[src/rtl/wdg_pkg.sv]
package wdg_pkg;
  localparam int CNT_W = 16;

  typedef struct packed {
    logic       hold;
    logic       nmi_edge;
    logic       nmi_sel;
    logic       itv_mode;
    logic       cnt_clr;
    logic       tick_sel;
    logic [1:0] itv_sel;
  } wdg_ctl_t;

  localparam wdg_ctl_t CTL_RST = '0;

  // Counter bit whose rising edge ends an interval.
  function automatic int unsigned tap_of(input logic [1:0] sel);
    case (sel)
      2'd0:    return 15;
      2'd1:    return 13;
      2'd2:    return 9;
      default: return 6;
    endcase
  endfunction

  // True when the next increment turns the tap bit from 0 to 1.
  function automatic logic tap_rise(input logic [CNT_W-1:0] c, input int unsigned tap);
    logic [CNT_W-1:0] m;
    m = ({{(CNT_W-1){1'b0}}, 1'b1} << tap) - {{(CNT_W-1){1'b0}}, 1'b1};
    return !c[tap] && ((c & m) == m);
  endfunction
endpackage

[src/rtl/wdg_keycheck.sv]
module wdg_keycheck #(
  parameter logic [7:0] KEY = 8'h5A
) (
  input  logic        wr_en,
  input  logic [15:0] wr_data,
  output logic        wr_ok,
  output logic        wr_bad
);
  always_comb begin
    wr_ok  = wr_en && (wr_data[15:8] == KEY);
    wr_bad = wr_en && (wr_data[15:8] != KEY);
  end
endmodule

[src/rtl/wdg_ctl_reg.sv]
module wdg_ctl_reg
  import wdg_pkg::*;
(
  input  logic     clk,
  input  logic     rst_n,
  input  logic     wr_ok,
  input  wdg_ctl_t wr_ctl,
  input  logic     sys_clr,
  output wdg_ctl_t ctl
);
  always_ff @(posedge clk or negedge rst_n) begin
    if (!rst_n) begin
      ctl <= CTL_RST;
    end else if (sys_clr) begin
      ctl <= CTL_RST;
    end else if (wr_ok) begin
      ctl         <= wr_ctl;
      ctl.cnt_clr <= 1'b0;
    end
  end
endmodule

[src/rtl/wdg_counter.sv]
module wdg_counter
  import wdg_pkg::*;
(
  input  logic             clk,
  input  logic             rst_n,
  input  logic             run,
  input  logic             clr,
  input  logic             sys_clr,
  input  logic [1:0]       itv_sel,
  output logic [CNT_W-1:0] cnt,
  output logic             expire
);
  int unsigned tap;

  always_comb begin
    tap    = tap_of(itv_sel);
    expire = run && tap_rise(cnt, tap);
  end

  always_ff @(posedge clk or negedge rst_n) begin
    if (!rst_n)              cnt <= '0;
    else if (sys_clr || clr) cnt <= '0;
    else if (run)            cnt <= cnt + 1'b1;
  end
endmodule

[src/rtl/wdg_guard.sv]
module wdg_guard
  import wdg_pkg::*;
#(
  parameter logic [7:0] WR_KEY = 8'h5A,
  parameter logic [7:0] RD_KEY = 8'h69
) (
  input  logic        clk,
  input  logic        rst_n,
  input  logic        wr_en,
  input  logic [15:0] wr_data,
  output logic [15:0] rd_data,
  input  logic        tick_a,
  input  logic        tick_b,
  input  logic        irq_clr,
  output logic        rst_req,
  output logic        irq
);
  logic             key_ok;
  logic             key_bad;
  logic             expire;
  logic             wd_fire;
  logic             sys_clr;
  logic             run;
  logic [CNT_W-1:0] cnt;
  wdg_ctl_t         ctl;

  wdg_keycheck #(.KEY(WR_KEY)) u_key (
    .wr_en(wr_en), .wr_data(wr_data), .wr_ok(key_ok), .wr_bad(key_bad)
  );

  wdg_ctl_reg u_ctl (
    .clk(clk), .rst_n(rst_n), .wr_ok(key_ok), .wr_ctl(wdg_ctl_t'(wr_data[7:0])),
    .sys_clr(sys_clr), .ctl(ctl)
  );

  always_comb begin
    run     = !ctl.hold && (ctl.tick_sel ? tick_b : tick_a);
    wd_fire = expire && !ctl.itv_mode;
    sys_clr = key_bad || wd_fire;
    rd_data = {RD_KEY, ctl};
  end

  wdg_counter u_cnt (
    .clk(clk), .rst_n(rst_n), .run(run), .clr(key_ok && wr_data[3]),
    .sys_clr(sys_clr), .itv_sel(ctl.itv_sel), .cnt(cnt), .expire(expire)
  );

  always_ff @(posedge clk or negedge rst_n) begin
    if (!rst_n) begin
      rst_req <= 1'b0;
      irq     <= 1'b0;
    end else begin
      rst_req <= sys_clr;
      if (sys_clr)                     irq <= 1'b0;
      else if (expire && ctl.itv_mode) irq <= 1'b1;
      else if (irq_clr)                irq <= 1'b0;
    end
  end
endmodule

[config.mk]
export PLATFORM = sky130hd
export DESIGN_NAME = wdg_guard
export DESIGN_NICKNAME = d
export VERILOG_FILES = /design/src/rtl/wdg_pkg.sv /design/src/rtl/wdg_keycheck.sv /design/src/rtl/wdg_ctl_reg.sv /design/src/rtl/wdg_counter.sv /design/src/rtl/wdg_guard.sv
export SDC_FILE = /design/constraint.sdc
export NUM_CORES = 1
export LEC_CHECK = 0
export BUFFER_PORTS_ARGS = -buffer_cell sky130_fd_sc_hd__buf_4
export CAP_MARGIN = 20
export CORE_MARGIN = 2
export CORE_UTILIZATION = 52
export DETAILED_ROUTE_END_ITERATION = 7
export PLACE_DENSITY = 0.78
export SLEW_MARGIN = 20
export SYNTH_ARGS = -nofsm -noshare
export SYNTH_HDL_FRONTEND = slang
export SYNTH_SLANG_ARGS = --single-unit
[constraint.sdc]
create_clock -name clk -period 2.4 [get_ports clk]
set_input_delay 0.24 -clock clk [delete_from_list [all_inputs] [get_ports clk]]
set_output_delay 0.24 -clock clk [all_outputs]
set_load 0.02 [all_outputs]
==> impl_metrics.yaml, run 1 <==
run_status:
  status: "finished, final reports clean"
synth:
  ys_types: 33
  synth.top_cells.by_count: "dfrtp_1, nor2_1, xor2_1"
  yosysWarnings: 0
  ys_seq_area_frac: 0.426
  synth_area_per_cell_um2: 9.93
  synth_ff_type: "dfrtp_1"
  synthCells: 148
  async_flop_share: 1.00
  synth-seq-cells: 25
  netlist.area_leader.share: 0.426
  synthesis.area_um2: 1470
  synthTopCellsByArea: "dfrtp_1, xor2_1, nor2_1, ha_1, buf_4"
  synth_most_common_cell: "dfrtp_1"
  synth_edf_count: 0
  yosysTopAreaCell: "dfrtp_1"
setup_path:
  worstSetupEndpointType: "flop"
  rr_worst_depth: 8
  reg2reg_from: "u_ctl.ctl[0]$_DFFE_PN0P_"
  cp_top_family: "multiplexers"
  path_buf_inv: 2
  cp_max_fo: 16
  crit_path_cell_trace: "inv_1, ha_1, mux4_2, nor3_2, o2111ai_4, o21ai_4, buf_12, a21oi_1"
  path_class: "flop to flop"
  cpPeakStageDelay_ps: 520
  required_ps: 2630
  reg2reg_setup_slack_ps: 90
  start_kind: "flop"
  cp_slowest_cell: "mux4_2"
  r2r_end: "u_cnt.cnt[1]$_DFFE_PN0P_"
  crit_arrival_ps: 2530
floorplanning:
  die_w_um: 57.2
  dieArea_um2: 3270
  io_pins: 40
  die_y_um: 57.2
  row_count: 19
  initial_core_util: 0.542
  coreArea_um2: 2710
finish:
  n_fill_cell: 213
  nets: 212
  seq_area_um2: 626
  n_antenna_cell: 0
  multi_input_area_um2: 785
  drive_gt1_frac: 0.246
  area_growth_pct: 20.3
power:
  switchingPower_mw: 0.183
  switching_share: 0.256
  p_leak_nw: 0.827
  comb_power_share: 0.118
  clockPowerShare: 0.271
  power.internal_mw: 0.531
  p_seq_frac: 0.611
  ir_worst_vdd_mv: 0.421
  power_density_nw_per_um2: 403
timing:
  tns_ps: 0
  timing.final.ws_setup_ps: 92.8
  holdWs_ps: 110
  min_period_over_period: 0.961
  finClkSkew_ps: 1.30
  hold_viol: 0
  setup_viol: 0
  period_minus_slack_ps: 2310
  tightest_slew_ps: 562
  final-max-slew-violation-count: 0
  maxSlewHeadroom: 0.615
  fmax_ghz: 0.433
clock_tree:
  clkSinkCount: 25
  cts_tree: "yes"
  clock-root-buffer: "clkbuf_4"
  path_clk_slew_ps: 130
  cts_buffers: 3
  clockBufferDepth: 2
  htreeDepth: 1
  clkLatencyLatePin_ps: 330
worst_hold_path:
  min-delay-path-class: "input pin to flop"
  hold_depth: 2
  hp-start: "wr_en"
  min_to: "u_ctl.ctl[4]$_DFFE_PN0P_"
global_routing:
  grt_pass1_wl_um: 4960
  track_usage: 0.191
  grt_pass1_vias: 1130
  grt-ovfl-total: 0
  grt_max_degree: 26
  antenna_found_initial: 0
placement:
  gp_congestion: 0.813
  io_buffers: 30
  hpwl_um: 2260
  pre_cts_ws_ps: 85.0
route:
  routed_wl_um: 2920
  wire_per_inst_um: 13.7
  firstDrtPassIters: 4
  remaining_drc_errors: 0
  num_vias: 1165
  drt_iter0_drc: 13
  vias_per_cell: 5.44
  drt.antenna.violating_nets: 0
flow_run:
  maxCapViolations: 0
power by group through the flow:
stage	sequential, mW	combinational (mW)	clock (mW)
2_1_floorplan	0.445	0.0461	0
3_3_place_gp	0.444	0.0814	0
3_5_place_dp	0.444	0.0832	0
5_1_grt	0.438	0.0927	0.212
6_report	0.436	0.0843	0.193
4_1_cts	0.436	0.0845	0.200
placed cells by master, fill, tap and decap left out:
cell type	netlist	routed
a21boi_0	1	1
a21o_1	1	1
a21oi_1	5	5
a22oi_1	6	6
a41oi_1	1	1
and2_1	2	2
and3_1	2	2
buf_12	0	1
buf_4	9	33
clkbuf_1	1	1
clkbuf_4	0	3
conb_1	2	9
dfrtp_1	25	25
dlygate4sd3_1	0	1
ha_1	6	6
inv_1	4	4
mux2i_1	2	2
mux4_2	2	2
nand2_1	9	9
nand3_1	5	5
nand4_1	7	7
nor2_1	24	24
nor2_2	1	1
nor2b_1	2	2
nor3_1	2	2
nor3_2	2	2
nor4_1	1	1
nor4_4	1	1
nor4b_1	1	1
nor4bb_1	2	2
o2111ai_4	0	1
o21ai_0	4	4
o21ai_4	1	1
xnor2_1	3	3
xor2_1	12	12
logic make-up (layout without fill, tap and decap cells):
logic type	count (synthesis)	after routing	synth area share
adders and majority gates	6	6	0.0511
muxes	4	4	0.0443
other	2	9	0.00511
DFF	25	25	0.426
buffers and inverters	15	43	0.0664
AOI/OAI and AO/OA	20	20	0.0987
and+or+nand+nor	61	61	0.220
xor gates and xnor gates	15	15	0.0894
per-layer routing:
| metal | track usage | vias to the layer above | share of wire |
|---|---|---|---|
| met2 | 0.327 | 33 | 0.49 |
| met4 | 0.0698 | 0 | 0.015 |
| met5 | 0 | - | 0 |
| met1 | 0.244 | 561 | 0.45 |
| li1 | - | 567 | - |
| met3 | 0.0340 | 4 | 0.046 |
worst max-delay path by stage:
stage / start / to / depth (start not counted)
detailed placement: u_ctl.ctl[0]$_DFFE_PN0P_ / u_cnt.cnt[15]$_DFFE_PN0P_ / 8
CTS: u_ctl.ctl[0]$_DFFE_PN0P_ / u_cnt.cnt[15]$_DFFE_PN0P_ / 8
finish: u_ctl.ctl[0]$_DFFE_PN0P_ / u_cnt.cnt[1]$_DFFE_PN0P_ / 8
floorplan: u_ctl.ctl[1]$_DFFE_PN0P_ / u_cnt.cnt[3]$_DFFE_PN0P_ / 8
global route: u_ctl.ctl[0]$_DFFE_PN0P_ / u_ctl.ctl[6]$_DFFE_PN0P_ / 7
global placement: u_ctl.ctl[0]$_DFFE_PN0P_ / u_cnt.cnt[3]$_DFFE_PN0P_ / 8
through the flow:
stage                     power, mW  area (µm²)   util  instances
after global routing          0.743        1770  0.652        214
after detailed placement      0.527        1710  0.629        207
after floorplan               0.491        1500      -        155
after CTS                     0.720        1740  0.643        212
final                         0.713        1770  0.652        214
after global placement        0.525        1710  0.629        207
sequential cells by signal (all words and copies together) (netlist names):
| signal | count |
|---|---|
| u_ctl.ctl | 7 |
| rst_req | 1 |
| irq | 1 |
| u_cnt.cnt | 16 |
cell type report:
class / count / share of cell area
sequential: 25 / 0.354
tap: 31 / 0.0219
inverter: 4 / 0.00849
multi-input combinational: 115 / 0.444
timing repair buffer: 35 / 0.157
clock buffer: 4 / 0.0149
what timing repair did:
action,in CTS,in global routing
resized for setup,0,1
setup buffers,0,2
setup endpoints to repair,0,22
hold endpoints to repair,25,0
hold buffers,1,0
(Power assumes the default switching activity.)
==> inputs of run 2 (changes only) <==
--- a/config.mk
+++ b/config.mk
@@ -8,9 +8,10 @@
 export BUFFER_PORTS_ARGS = -buffer_cell sky130_fd_sc_hd__buf_4
 export CAP_MARGIN = 20
 export CORE_MARGIN = 2
-export CORE_UTILIZATION = 52
+export CORE_UTILIZATION = 55
 export DETAILED_ROUTE_END_ITERATION = 7
-export PLACE_DENSITY = 0.78
+export GPL_ROUTABILITY_DRIVEN = 0
+export PLACE_DENSITY = 0.82
 export SLEW_MARGIN = 20
 export SYNTH_ARGS = -nofsm -noshare
 export SYNTH_HDL_FRONTEND = slang
==> constraint.sdc (replaced) <==
create_clock -name clk -period 2.7 [get_ports clk]
set_input_delay 0.27 -clock clk [delete_from_list [all_inputs] [get_ports clk]]
set_output_delay 0.27 -clock clk [all_outputs]
set_load 0.02 [all_outputs]
==> impl_metrics.yaml, run 2 (same netlist as run 1, synthesis figures left out) <==
route:
  vias_per_cell: 5.53
  drt.antenna.violating_nets: 0
  wire_per_inst_um: 14.1
  firstDrtPassIters: 4
  remaining_drc_errors: 0
  num_vias: 1155
  routed_wl_um: 2950
  drt_iter0_drc: 15
setup_path:
  r2r_end: "u_cnt.cnt[0]$_DFFE_PN0P_"
  required_ps: 2890
  worstSetupEndpointType: "flop"
  path_class: "flop to flop"
  crit_arrival_ps: 2650
  start_kind: "flop"
  rr_worst_depth: 7
  crit_start: "u_ctl.ctl[1]$_DFFE_PN0P_"
  reg2reg_setup_slack_ps: 250
  cp_max_fo: 16
  setup.worst_path.end: "u_cnt.cnt[0]$_DFFE_PN0P_"
  reg2reg_from: "u_ctl.ctl[1]$_DFFE_PN0P_"
timing:
  period_minus_slack_ps: 2450
  holdWs_ps: 163
  fmax_ghz: 0.408
  grt_setup_unrepaired: "no"
  final-max-slew-violation-count: 0
  min_period_over_period: 0.908
  hold_viol: 0
  maxSlewHeadroom: 0.600
  finClkSkew_ps: 3.99
  tns_ps: 0
  setup_viol: 0
  timing.final.ws_setup_ps: 247
  tightest_slew_ps: 583
clock_tree:
  clock-root-buffer: "clkbuf_4"
  cts_tree: "yes"
  path_clk_slew_ps: 130
  clkLatencyLatePin_ps: 310
  clkSinkCount: 25
  cts_buffers: 3
  postCtsSetupBuffers: 0
  htreeDepth: 1
  clockBufferDepth: 2
finish:
  reg_top3: "u_cnt.cnt x16, u_ctl.ctl x7"
  largest_reg_flops: 16
  nets: 208
  stdcell_count: 209
  final_cell_mix: "buf_4, dfrtp_1, nor2_1"
  regMostFlops: "u_cnt.cnt"
  final_core_util: 0.685
  area_growth_pct: 16.5
  seq_area_um2: 626
  mostFrequentLayoutCell: "buf_4"
  n_fill_cell: 191
  n_antenna_cell: 0
  multi_input_area_um2: 773
  drive_gt1_frac: 0.229
placement:
  dp_cells: 204
  hpwl_um: 2320
  io_buffers: 30
  pre_cts_ws_ps: 261
power:
  ir_worst_vdd_mv: 0.245
  power_density_nw_per_um2: 363
  p_leak_nw: 0.801
worst_hold_path:
  min-delay-path-class: "input pin to flop"
floorplanning:
  dieArea_um2: 3100
  die_w_um: 55.7
  io_pins: 40
  die_y_um: 55.7
  coreArea_um2: 2500
  initial_core_util: 0.588
  row_count: 18
global_routing:
  grt-ovfl-total: 0
  grt_pass1_wl_um: 5290
  antenna_found_initial: 0
  track_usage: 0.211
  grt_pass1_vias: 1158
  grt_max_degree: 26
flow_run:
  maxCapViolations: 0
run_status:
  status: "finished, final reports clean"
-- run 2: cell types whose count changed in the layout (fill, tap and decap cells not counted), sizes merged --
cell	previous run	this run
buf	34	30
-- run 2: timing repair --
action / in CTS / in global routing
hold buffers: 1 / 0
hold endpoints to repair: 25 / 0
resized for setup: 0 / 0
-- run 2: per-layer routing --
metal  routed length (µm)  track usage
met1                 1310        0.294
met2                 1410        0.338
met3                  173       0.0279
met4                   61       0.0767
met5                    0            0
-- run 2: final cells by class --
cell class              count  area share
clock buffers               4      0.0153
inverters                   4     0.00877
multi-input cells         115       0.451
flip-flops and latches     25       0.365
well taps                  30      0.0219
repair buffers             31       0.137
-- run 2: per-stage QoR --
stage                     area [µm²]  power [mW]
after floorplan                 1500       0.436
after global placement          1680       0.463
after detailed placement        1680       0.465
after CTS                       1710       0.626
after global routing            1710       0.652
final                           1710       0.621
-- run 2: worst max-delay path, stage by stage (launching register included) --
cell and delay [ps]:
dfrtp_1 460, inv_1 90, ha_1 340, mux4_2 510, nor2b_1 170, o2111ai_2 240
o21ai_4 420, nor2_1 110
-- run 2: how the worst min path moves through the flow --
stage,from,endpoint,cells after the start,slack [ps]
2_1_floorplan,rst_n,irq$_DFFE_PN0P_,0,-30
3_3_place_gp,rst_n,u_cnt.cnt[10]$_DFFE_PN0P_,1,180
3_5_place_dp,rst_n,u_cnt.cnt[11]$_DFFE_PN0P_,1,190
4_1_cts,wr_en,u_ctl.ctl[4]$_DFFE_PN0P_,2,160
5_1_grt,wr_en,u_ctl.ctl[4]$_DFFE_PN0P_,2,150
6_report,wr_en,u_ctl.ctl[4]$_DFFE_PN0P_,2,160
-- run 2: power breakdown --
part	switching (mW)	internal (mW)
Clock	0.105	0.0576
Combinational	0.0400	0.0312
Sequential	0.00778	0.379
